### src/rtl/uart_tx_stick_pkg.sv
package uart_tx_stick_pkg;

   typedef enum logic [2:0] {
      ST_IDLE  = 3'd0,
      ST_WAIT  = 3'd1,
      ST_START = 3'd2,
      ST_DATA  = 3'd3,
      ST_PAR   = 3'd4,
      ST_STOP  = 3'd5
   } tx_state_e;

   typedef struct packed {
      logic [1:0] wlen;
      logic       par_en;
      logic       even;
      logic       stick;
      logic       two_stop;
   } frame_cfg_t;

   localparam logic [1:0] WLEN_SHORT = 2'b00;
   localparam logic [1:0] WLEN_MID   = 2'b01;
   localparam logic [1:0] WLEN_LONG  = 2'b10;
   localparam logic [1:0] WLEN_ALT   = 2'b11;

endpackage

### src/rtl/utx_width_dec.sv
module utx_width_dec
   import uart_tx_stick_pkg::*;
#(
   parameter int DATA_W = 9,
   parameter int CNT_W  = 4
) (
   input  logic [1:0]       wlen,
   input  logic             par_req,
   output logic [CNT_W-1:0] nbits,
   output logic             par_on
);

   localparam logic [CNT_W-1:0] N_SHORT = CNT_W'(DATA_W - 2);
   localparam logic [CNT_W-1:0] N_MID   = CNT_W'(DATA_W - 1);
   localparam logic [CNT_W-1:0] N_LONG  = CNT_W'(DATA_W);

   always_comb begin
      case (wlen)
         WLEN_SHORT: nbits = N_SHORT;
         WLEN_MID:   nbits = N_MID;
         WLEN_LONG:  nbits = N_LONG;
         default:    nbits = N_MID;
      endcase
   end

   // longest code carries no parity bit
   assign par_on = par_req & (wlen != WLEN_LONG);

endmodule

### src/rtl/utx_parity.sv
module utx_parity #(
   parameter int DATA_W = 9,
   parameter int CNT_W  = 4
) (
   input  logic [DATA_W-1:0] data,
   input  logic [CNT_W-1:0]  nbits,
   input  logic              even,
   input  logic              stick,
   output logic              par_bit
);

   logic [DATA_W-1:0] mask;
   logic              ones_odd;

   genvar gi;
   generate
      for (gi = 0; gi < DATA_W; gi++) begin : g_mask
         assign mask[gi] = (CNT_W'(gi) < nbits);
      end
   endgenerate

   assign ones_odd = ^(data & mask);

   always_comb begin
      if (stick)
         par_bit = ~even;
      else if (even)
         par_bit = ones_odd;
      else
         par_bit = ~ones_odd;
   end

endmodule

### src/rtl/utx_seq.sv
module utx_seq
   import uart_tx_stick_pkg::*;
#(
   parameter int DATA_W = 9,
   parameter int CNT_W  = 4
) (
   input  logic              clk,
   input  logic              rst_n,
   input  logic              baud_tick,
   input  logic              tx_valid,
   input  logic [DATA_W-1:0] tx_data,
   input  frame_cfg_t        cfg_in,
   input  logic [CNT_W-1:0]  nbits,
   input  logic              par_on,
   input  logic              par_bit,
   output logic              tx_ready,
   output logic              line_bit,
   output logic [DATA_W-1:0] data_q,
   output frame_cfg_t        cfg_q
);

   tx_state_e        state;
   logic [CNT_W-1:0] cnt;
   logic [CNT_W-1:0] last_idx;
   logic             stop2;
   logic             data_sel;

   assign last_idx = nbits - CNT_W'(1);
   assign tx_ready = (state == ST_IDLE);

   always_ff @(posedge clk or negedge rst_n) begin
      if (!rst_n) begin
         state  <= ST_IDLE;
         data_q <= '0;
         cfg_q  <= '0;
         cnt    <= '0;
         stop2  <= 1'b0;
      end else begin
         case (state)
            ST_IDLE: begin
               if (tx_valid) begin
                  data_q <= tx_data;
                  cfg_q  <= cfg_in;
                  state  <= ST_WAIT;
               end
            end
            ST_WAIT: begin
               if (baud_tick) state <= ST_START;
            end
            ST_START: begin
               if (baud_tick) begin
                  state <= ST_DATA;
                  cnt   <= '0;
               end
            end
            ST_DATA: begin
               if (baud_tick) begin
                  if (cnt == last_idx) begin
                     state <= par_on ? ST_PAR : ST_STOP;
                     stop2 <= 1'b0;
                  end else begin
                     cnt <= cnt + CNT_W'(1);
                  end
               end
            end
            ST_PAR: begin
               if (baud_tick) begin
                  state <= ST_STOP;
                  stop2 <= 1'b0;
               end
            end
            ST_STOP: begin
               if (baud_tick) begin
                  if (cfg_q.two_stop && !stop2)
                     stop2 <= 1'b1;
                  else
                     state <= ST_IDLE;
               end
            end
            default: state <= ST_IDLE;
         endcase
      end
   end

   always_comb begin
      data_sel = 1'b1;
      for (int i = 0; i < DATA_W; i++) begin
         if (cnt == CNT_W'(i)) data_sel = data_q[i];
      end
   end

   always_comb begin
      case (state)
         ST_START: line_bit = 1'b0;
         ST_DATA:  line_bit = data_sel;
         ST_PAR:   line_bit = par_bit;
         default:  line_bit = 1'b1;
      endcase
   end

endmodule

### src/rtl/utx_line.sv
module utx_line #(
   parameter bit LINE_REG = 1'b0
) (
   input  logic clk,
   input  logic rst_n,
   input  logic line_bit,
   input  logic brk_in,
   input  logic rts_in,
   output logic txd,
   output logic rts_n
);

   logic brk_q;
   logic rts_q;
   logic line_v;

   always_ff @(posedge clk or negedge rst_n) begin
      if (!rst_n) begin
         brk_q <= 1'b0;
         rts_q <= 1'b0;
      end else begin
         brk_q <= brk_in;
         rts_q <= rts_in;
      end
   end

   generate
      if (LINE_REG) begin : g_line_reg
         logic line_q;
         always_ff @(posedge clk or negedge rst_n) begin
            if (!rst_n) line_q <= 1'b1;
            else        line_q <= line_bit;
         end
         assign line_v = line_q;
      end else begin : g_line_comb
         assign line_v = line_bit;
      end
   endgenerate

   // break overrides the line only; sequencer is untouched
   assign txd   = brk_q ? 1'b0 : line_v;
   assign rts_n = ~rts_q;

endmodule

### src/rtl/uart_tx_stick.sv
module uart_tx_stick
   import uart_tx_stick_pkg::*;
#(
   parameter int DATA_W   = 9,
   parameter bit LINE_REG = 1'b0
) (
   input  logic              clk,
   input  logic              rst_n,
   input  logic              baud_tick,
   input  logic              tx_valid,
   output logic              tx_ready,
   input  logic [DATA_W-1:0] tx_data,
   input  logic [1:0]        cfg_wlen,
   input  logic              cfg_par_en,
   input  logic              cfg_even,
   input  logic              cfg_stick,
   input  logic              cfg_two_stop,
   input  logic              cfg_break,
   input  logic              cfg_rts_req,
   output logic              txd,
   output logic              rts_n
);

   localparam int CNT_W = $clog2(DATA_W + 1);

   generate
      if (DATA_W < 3 || DATA_W > 32) begin : g_bad_width
         $error("uart_tx_stick: DATA_W must lie in 3..32");
      end
   endgenerate

   frame_cfg_t        cfg_in;
   frame_cfg_t        cfg_q;
   logic [DATA_W-1:0] data_q;
   logic [CNT_W-1:0]  nbits;
   logic              par_on;
   logic              par_bit;
   logic              line_bit;

   assign cfg_in = '{wlen: cfg_wlen, par_en: cfg_par_en, even: cfg_even,
                     stick: cfg_stick, two_stop: cfg_two_stop};

   utx_width_dec #(.DATA_W(DATA_W), .CNT_W(CNT_W)) u_wdec (
      .wlen    (cfg_q.wlen),
      .par_req (cfg_q.par_en),
      .nbits   (nbits),
      .par_on  (par_on)
   );

   utx_parity #(.DATA_W(DATA_W), .CNT_W(CNT_W)) u_par (
      .data    (data_q),
      .nbits   (nbits),
      .even    (cfg_q.even),
      .stick   (cfg_q.stick),
      .par_bit (par_bit)
   );

   utx_seq #(.DATA_W(DATA_W), .CNT_W(CNT_W)) u_seq (
      .clk       (clk),
      .rst_n     (rst_n),
      .baud_tick (baud_tick),
      .tx_valid  (tx_valid),
      .tx_data   (tx_data),
      .cfg_in    (cfg_in),
      .nbits     (nbits),
      .par_on    (par_on),
      .par_bit   (par_bit),
      .tx_ready  (tx_ready),
      .line_bit  (line_bit),
      .data_q    (data_q),
      .cfg_q     (cfg_q)
   );

   utx_line #(.LINE_REG(LINE_REG)) u_line (
      .clk      (clk),
      .rst_n    (rst_n),
      .line_bit (line_bit),
      .brk_in   (cfg_break),
      .rts_in   (cfg_rts_req),
      .txd      (txd),
      .rts_n    (rts_n)
   );

endmodule

### config.mk
export PLATFORM = sky130hd
export DESIGN_NAME = uart_tx_stick
export DESIGN_NICKNAME = d
export VERILOG_FILES = /design/src/rtl/uart_tx_stick_pkg.sv /design/src/rtl/utx_width_dec.sv /design/src/rtl/utx_parity.sv /design/src/rtl/utx_seq.sv /design/src/rtl/utx_line.sv /design/src/rtl/uart_tx_stick.sv
export SDC_FILE = /design/constraint.sdc
export NUM_CORES = 1
export LEC_CHECK = 0
export CORE_MARGIN = 2
export CORE_UTILIZATION = 30
export CTS_BUF_LIST = sky130_fd_sc_hd__clkbuf_16
export DETAILED_ROUTE_END_ITERATION = 12
export RECOVER_POWER = 100
export SYNTH_ARGS = -nofsm -noshare
export SYNTH_HDL_FRONTEND = slang
export SYNTH_SLANG_ARGS = --single-unit
### constraint.sdc
create_clock -name clk -period 3.5 [get_ports clk]
set_input_delay 0.35 -clock clk [delete_from_list [all_inputs] [get_ports clk]]
set_output_delay 0.35 -clock clk [all_outputs]
set_load 0.1 [all_outputs]
==> flow_metrics.tcl, run 1 <==
set metrics [dict create \
    antenna_found_initial 0 \
    antenna_left 0 \
    clock_tree.htree_level_count 1 \
    vdd_drop_max_mv 0.438 \
    p_sw_mw 0.620 \
    cp_max_fo 7 \
    grt_pass1_wl_um 4950 \
    start_kind "flop" \
    routedWlPerCell_um 14.2 \
    drt_wl_total_um 2850 \
    pwr-share-seq_pct 35.9 \
    cts_buffers 3 \
    post_cts_resized 0 \
    worst_ep_required_time_ps 3150 \
    yosys.cell_count.top_type "dfrtp_1" \
    r2r_slack_ps 1310 \
    synth_area_leaders "dfrtp_1, mux2_2, ha_1" \
    rr_startpoint "u_seq.state[0]$_DFFE_PN0P_" \
    synth_top_area_share_pct 43.5 \
    rsz0062_at_grt "no" \
    hold_end "u_seq.cfg_q[3]$_DFFE_PN0P_" \
    nNetsFinal 173 \
    grt_util_all_layers_pct 12.1 \
    port_buffers 23 \
    hp-start "u_seq.cfg_q[3]$_DFFE_PN0P_" \
    top_usage_layer "met2" \
    min_period_over_period_pct 83.9 \
    die_h_um 73.3 \
    grt_use_met3_pct 2.19 \
    power_density_mw_per_mm2 907 \
    period_minus_slack_ps 2940 \
    fmax_mhz 341 \
    die_area_mm2 0.00537 \
    slew_headroom_pct 23.5 \
    post-dp-hpwl_um 2120 \
    p_leak_nw 0.785 \
    synth_edf_count 0 \
    pwr-share-clk_pct 16.0 \
    dieWidth_um 73.3 \
    hold_buffers 0 \
    pin_count 24 \
    insertion_delay_ps 260 \
    rows 25 \
    via_per_inst 5.03 \
    routabilityCongestion 0.857 \
    setup_violations 0 \
    hp-class "reg2reg" \
    grt_pass1_vias 1068 \
    pwr-share-comb_pct 48.2 \
    syn_area_mm2 0.00144 \
    reg2reg_depth 3 \
    r2r_end "u_seq.cfg_q[4]$_DFFE_PN0P_" \
    syn_inst 127 \
    grt_use_met2_pct 19.9 \
    min_delay_path_depth 1 \
    worst_setup_path_end_kind "output port" \
    cap_violations 0 \
    vias 1011 \
    drt_iter0_markers 21 \
    synth_area_leader_cell "dfrtp_1" \
    grt_max_degree 26 \
    hold_violations 0 \
    avgSynthCellArea_um2 11.3 \
    core-area_mm2 0.00466 \
    dr.pass1.iters 4 \
    p_int_mw 0.982 \
    drive_above_1_share_pct 17.7 \
    cts_setup_buffers 0 \
    cts_tree "done" \
    status "completed" \
    yosysWarnings 0 \
    clockBufferDepth 2 \
    syn-num-nets 152 \
    area_growth_pct 22.8 \
    seq_area_frac_synth_pct 43.5 \
    synthTopCellsByCount "dfrtp_1, mux2_2, nand2_1, nor2_1" \
    synth_seq_cells 25 \
    diodes 0 \
    cp.arrival_ps 2590 \
    cts.clk_slew.worst_paths_ps 60 \
    synth_ff_type "dfrtp_1" \
    fin_util_pct 37.9 \
    cts_root_buf "clkbuf_16" \
    grt.overflow.total 0 \
    synthArstFlopShare_pct 100 \
    maxSlewViolCount 0 \
    drc 0 \
    numClockSinks 25 \
    tightest_slew_ps 1150 \
    synthDistinctLibCells 46 \
    start_util_pct 30.9 \
    switching_share_pct 38.7 \
    tns_ps 0 \
    use_met1_pct 15.2 \
    num-fill-cells 445 \
    finClkSkew_ps 0.823 \
    critPathKind "reg2out" \
]
critical path: stages, from the launching register on:
cell,delay (ps)
dfrtp_1,450
inv_1,130
ha_1,240
nand2b_1,80
mux4_1,220
o21ai_0,110
a211o_1,330
a221oi_2,270
clkbuf_2,490
kinds of logic (layout without fill, tap and decap cells):
kind of cell | Yosys count | count (layout) | share of synthesized area, %
flip-flops | 25 | 25 | 43.5
AND/OR/NAND/NOR | 35 | 35 | 13.9
XOR/XNOR | 5 | 5 | 5.48
AO/OA/AOI/OAI | 25 | 25 | 12.9
multiplexers | 21 | 21 | 17.1
buffers and inverters | 12 | 32 | 3.65
adder cells (fa/ha/maj) | 4 | 4 | 3.48
power groups by stage:
stage | Combinational, mW | Clock [mW] | Sequential [mW]
finish | 0.772 | 0.256 | 0.575
global route | 0.851 | 0.275 | 0.601
CTS | 0.792 | 0.259 | 0.580
detailed placement | 0.782 | 0 | 0.583
global placement | 0.779 | 0 | 0.579
floorplan | 0.695 | 0 | 0.502
per-layer routing:
layer  wire length (µm)  up-vias
li1                   -      504
met1               1260      489
met2               1480       13
met3                 54        5
met4                 57        0
met5                  0        -
through the flow:
step | instances | total power, mW | hold slack (ps) | setup slack, ps | instance area, µm²
after floorplan | 127 | 1.20 | 54.4 | 443 | 1440
after global placement | 197 | 1.36 | 507 | 1090 | 1700
after detailed placement | 197 | 1.37 | 499 | 1060 | 1700
after CTS | 201 | 1.63 | 513 | 713 | 1780
after global routing | 201 | 1.73 | 553 | 388 | 1770
final | 201 | 1.60 | 512 | 563 | 1770
state kept, by name, indices dropped and copies added, names as in the netlist:
| signal | flops |
|---|---|
| u_seq.state | 3 |
| u_line.rts_q | 1 |
| u_seq.cfg_q | 6 |
| u_seq.data_q | 9 |
| u_line.brk_q | 1 |
| u_seq.cnt | 4 |
| u_seq.stop2 | 1 |
worst max-delay path by stage:
stage	from	end	slack, ps	cells after the start
3_5_place_dp	u_seq.cnt[0]$_DFFE_PN0P_	txd	1060	8
2_1_floorplan	u_seq.cnt[0]$_DFFE_PN0P_	txd	440	7
6_report	u_seq.cnt[0]$_DFFE_PN0P_	txd	560	8
5_1_grt	u_seq.cnt[0]$_DFFE_PN0P_	txd	390	8
4_1_cts	u_seq.cnt[0]$_DFFE_PN0P_	txd	710	8
3_3_place_gp	u_seq.cnt[0]$_DFFE_PN0P_	txd	1090	8
placed cells by master, fill, tap and decap left out, types with 4 or more instances in the layout:
master and n:
nand2_1 7, inv_1 4, a21oi_1 4, dfrtp_1 25
mux2i_1 4, clkdlybuf4s50_1 17, nor2_1 5, dlygate4sd3_1 4
o21ai_0 4, ha_1 4, mux2_2 16
area by class of cell:
type                       count  area, µm²  share of cell area [%]
clock inverter                 1       5.00                   0.283
tap                           54       67.6                    3.82
clock buffer                   3       75.1                    4.25
sequential                    25        626                    35.4
timing repair buffer          23        219                    12.4
multi-input combinational     90        756                    42.8
inverter                       5       18.8                    1.06
No activity file was read; power rests on OpenSTA's default activity.
==> inputs of run 2 (changes only) <==
- clock period: 3.5 -> 3.07 ns (I/O delays scaled with it)
==> run 2 against run 1 <==
Combinational power is 17% higher. Routed wire length rose by 1.8%. Worst hold slack worse by 110 ps. Critical endpoint unchanged. Total power increased by 15%. Largest cell class unchanged. Largest power group unchanged. Sequential power rose by 14%. First-iteration DRC count up 24%. Highest routed layer unchanged. Critical path type unchanged. Sequential share of layout area fell by 0.25 points.
==> flow_metrics.tcl, run 2 (synthesized netlist as in run 1, its figures left out) <==
set metrics [dict create \
    min_period_over_period_pct 90.0 \
    cts_setup_buffers 0 \
    drive_above_1_share_pct 16.9 \
    hp-class "in2async" \
    critPathKind "reg2out" \
    final_common_cell "dfrtp_1" \
    period_minus_slack_ps 2760 \
    cap_violations 0 \
    fmax_mhz 362 \
    start_util_pct 30.9 \
    cp_max_fo 7 \
    cp.arrival_ps 2460 \
    hold_slack_ps 398 \
    tightest_slew_ps 1150 \
    status "completed" \
    setup_violations 0 \
    grt_pass1_wl_um 4820 \
    cp_cell_sequence "inv_1, ha_1, nand2b_1, mux4_1, o21ai_0, a211o_1, a221oi_1, buf_12" \
    via_per_inst 5.10 \
    cts_root_buf "clkbuf_16" \
    cts.clk_slew.worst_paths_ps 60 \
    worst_ep_required_time_ps 2760 \
    drt_iter0_markers 26 \
    antenna_left 0 \
    cts_tree "done" \
    vdd_drop_max_mv 0.492 \
    grt_max_degree 18 \
    post_cts_resized 0 \
    fin_util_pct 38.2 \
    grt_util_all_layers_pct 11.8 \
    largest_register_ffs 9 \
    port_buffers 23 \
    maxSlewViolCount 0 \
    routabilityCongestion 0.839 \
    cts_buffers 3 \
    vias 1031 \
    regMostFlops "u_seq.data_q" \
    drt_wl_total_um 2900 \
    slowest_delay_ps 480 \
    power_density_mw_per_mm2 1040 \
    crit_slowest_cell "a221oi_1" \
    worst_setup_path_end_kind "output port" \
    area_growth_pct 23.7 \
    tns_ps 0 \
    rsz0062_at_grt "no" \
    pin_count 24 \
    dr.pass1.iters 4 \
    dieWidth_um 73.3 \
    grt_pass1_vias 1009 \
    finClkSkew_ps 3.25 \
    die_h_um 73.3 \
    insertion_delay_ps 260 \
    slew_headroom_pct 23.5 \
    post-dp-hpwl_um 2220 \
    hold_violations 0 \
    nNetsFinal 174 \
    routedWlPerCell_um 14.3 \
    drc 0 \
    grt.overflow.total 0 \
    hold_buffers 0 \
    rows 25 \
    clock_tree.htree_level_count 1 \
    numClockSinks 25 \
    diodes 0 \
    antenna_found_initial 0 \
    p_leak_nw 0.789 \
    die_area_mm2 0.00537 \
    core-area_mm2 0.00466 \
    top_regs "u_seq.data_q x9, u_seq.cfg_q x6, u_seq.cnt x4" \
    clockBufferDepth 2 \
    start_kind "flop" \
    final_cell_mix "dfrtp_1, clkdlybuf4s50_1, mux2_2, nand2_1, nor2_1" \
]
run 2: cell types whose count changed in the layout (fill, tap and decap cells not counted):
cell / delta
buf_12: +1
a221oi_1: +1
clkbuf_1: +1
clkbuf_2: -1
a221oi_2: -1
run 2: critical path: cells and delay by family, from the launching register on:
family | cells | cell delay, ps
adders and majority gates | 1 | 240
muxes | 1 | 210
AOI/OAI and AO/OA | 3 | 870
DFF | 1 | 440
and+or+nand+nor | 1 | 70
buffers and inverters | 2 | 360
run 2: layout make-up:
cell class / count / area, µm²
clock inverters: 1 / 5.00
clock buffers: 3 / 75.1
inverters: 5 / 18.8
fillers: 437 / 2880
multi-input cells: 90 / 749
repair buffers: 24 / 238
flip-flops and latches: 25 / 626
well taps: 54 / 67.6
run 2: metrics by stage:
step                      power (mW)  worst slack, ps  cells  cell area, µm²
final                           1.85              306    202            1780
after detailed placement        1.61              716    198            1720
after floorplan                 1.37             55.8    127            1440
after CTS                       1.90              429    202            1800
after global routing            1.98              148    202            1780
after global placement          1.58              736    198            1720
run 2: path summary, 6_finish.rpt:
path | start | to | slack (ps) | cells after the start
min in group clk | u_seq.cfg_q[3]$_DFFE_PN0P_ | u_seq.cfg_q[3]$_DFFE_PN0P_ | 520 | 1
hold / removal | rst_n | u_line.rts_q$_DFF_PN0_ | 400 | 1
setup / recovery | u_seq.cnt[0]$_DFFE_PN0P_ | txd | 310 | 8
max in group asynchronous | rst_n | u_seq.cnt[3]$_DFFE_PN0P_ | 1480 | 2
hold reg to reg | u_seq.cfg_q[3]$_DFFE_PN0P_ | u_seq.cfg_q[3]$_DFFE_PN0P_ | 520 | 1
setup reg to reg | u_seq.state[0]$_DFFE_PN0P_ | u_seq.data_q[4]$_DFFE_PN0P_ | 850 | 3
run 2: routing by layer:
layer,part of all wire (%),vias to the layer above,track usage (%),wire length [µm]
met1,45,502,15.3,1300
met2,51,13,19.5,1480
met4,2.1,0,6.17,61
li1,-,512,-,-
met3,2.0,4,1.10,59
met5,0,-,0,0
run 2: power breakdown:
part	internal, mW	switching [mW]	leakage [nW]
Sequential	0.467	0.190	0.317
Combinational	0.503	0.398	0.431
Clock	0.176	0.115	0.0409
==> inputs of run 3 (changes only) <==
- PLACE_DENSITY: not set -> 0.51
==> run 3 against run 2 <==
Final cell count unchanged. Die area unchanged. Critical path depth unchanged. Total power about the same. Via count down 0.48%. Utilization up 0.11 points. Maximum frequency up 4.5%. Clock power about the same. Sequential share of layout area down 0.099 points. Sequential power about the same. Clock skew up 1.8 ps. First-iteration DRC count down 38%. Largest cell class unchanged.
==> flow_metrics.tcl, run 3 (synthesized netlist as in run 1, its figures left out) <==
set metrics [dict create \
    status "completed" \
    cp_max_fo 7 \
    routabilityCongestion 0.840 \
    final_cell_mix "dfrtp_1, clkdlybuf4s50_1, mux2_2, nand2_1" \
    rsz0062_at_grt "no" \
    nNetsFinal 174 \
    largest_register_ffs 9 \
    hp-class "reg2reg" \
    fin_util_pct 38.3 \
    start_kind "flop" \
    crit_slowest_cell "dfrtp_1" \
    via_per_inst 5.08 \
    fin_cells 202 \
    tightest_slew_ps 1330 \
    cap_violations 0 \
    cp.arrival_ps 2340 \
    drt_wl_total_um 2760 \
    vias 1026 \
    crit_path_start "u_seq.cnt[0]$_DFFE_PN0P_" \
    numClockSinks 25 \
    antenna_left 0 \
    drt_iter0_markers 16 \
    cts_buffers 3 \
    worst_setup_path_end_kind "output port" \
    slowest_delay_ps 450 \
    grt.overflow.total 0 \
    grt_use_met3_pct 2.33 \
    final_common_cell "dfrtp_1" \
    grt_pass1_vias 1105 \
    min_period_over_period_pct 86.1 \
    cts_setup_buffers 0 \
    power_density_mw_per_mm2 1040 \
    port_buffers 23 \
    tns_ps 0 \
    dp.cells 198 \
    slew_headroom_pct 11.0 \
    cts.clk_slew.worst_paths_ps 60 \
    cp.buffers_inverters 2 \
    core-area_mm2 0.00466 \
    top_regs "u_seq.data_q x9, u_seq.cfg_q x6, u_seq.cnt x4" \
    finClkSkew_ps 5.02 \
    insertion_delay_ps 260 \
    cts_root_buf "clkbuf_16" \
    p_leak_nw 0.792 \
    clock_tree.htree_level_count 1 \
    setup_violations 0 \
    dr.pass1.iters 4 \
    critPathTopFamily "compound AO/OA/AOI/OAI gates" \
    dieWidth_um 73.3 \
    hp-start "u_seq.cfg_q[3]$_DFFE_PN0P_" \
    diodes 0 \
    rows 25 \
    hold_violations 0 \
    grt_use_met2_pct 19.7 \
    grt_util_all_layers_pct 12.1 \
    die_area_mm2 0.00537 \
    pin_count 24 \
    hold_buffers 0 \
    use_met1_pct 15.6 \
    drc 0 \
    fmax_mhz 378 \
    post-dp-hpwl_um 2050 \
    grt_pass1_wl_um 4950 \
    drive_above_1_share_pct 16.9 \
    maxSlewViolCount 0 \
    worst_ep_required_time_ps 2760 \
    antenna_found_initial 0 \
    cp_cell_sequence "inv_1, ha_1, nand2b_1, mux4_1, o21ai_0, a211o_1, a221oi_2, buf_12" \
    cts_tree "done" \
    period_minus_slack_ps 2640 \
    start_util_pct 30.9 \
    grt_max_degree 26 \
    area_growth_pct 24.0 \
    routedWlPerCell_um 13.7 \
    clockBufferDepth 2 \
    vdd_drop_max_mv 0.555 \
    critPathKind "reg2out" \
    rr_startpoint "u_seq.state[0]$_DFFE_PN0P_" \
    top_usage_layer "met2" \
    regMostFlops "u_seq.data_q" \
    post_cts_resized 0 \
    die_h_um 73.3 \
]
==> run 3: worst paths after layout <==
kind | to | slack [ps] | cells past startpoint
worst min-delay path | u_seq.cfg_q[3]$_DFFE_PN0P_ | 520 | 1
worst min register to register | u_seq.cfg_q[3]$_DFFE_PN0P_ | 520 | 1
worst max register to register | u_seq.data_q[1]$_DFFE_PN0P_ | 910 | 3
worst max-delay path | txd | 430 | 8
min in group asynchronous | u_seq.cfg_q[2]$_DFFE_PN0P_ | 870 | 2
max in group asynchronous | u_seq.stop2$_DFFE_PN0P_ | 1420 | 2
==> run 3: area by class of cell <==
cell class / instances / area [µm²]
repair buffers: 24 / 238
clock inverters: 1 / 3.75
inverters: 5 / 18.8
multi-input cells: 90 / 756
fillers: 436 / 2880
well taps: 54 / 67.6
clock buffers: 3 / 75.1
flip-flops and latches: 25 / 626
==> run 3: report_power, final <==
group | leakage [nW] | switching (mW) | internal, mW
registers | 0.317 | 0.189 | 0.467
clock network | 0.0423 | 0.115 | 0.174
logic | 0.432 | 0.397 | 0.507
total | 0.792 | 0.701 | 1.15
==> run 3: per-stage QoR <==
stage | area [µm²] | setup slack (ps) | total power, mW | hold WS (ps)
2_1_floorplan | 1440 | 55.8 | 1.37 | 11.4
3_3_place_gp | 1720 | 747 | 1.58 | 508
3_5_place_dp | 1720 | 696 | 1.59 | 513
4_1_cts | 1800 | 401 | 1.89 | 423
5_1_grt | 1780 | 286 | 1.99 | 558
6_report | 1780 | 426 | 1.85 | 520
==> run 3: routing by layer <==
metal	vias up	wire length, µm	share of wire [%]
li1	505	-	-
met2	14	1310	47
met3	5	81	2.9
met1	502	1310	47
met4	0	65	2.4
met5	-	0	0
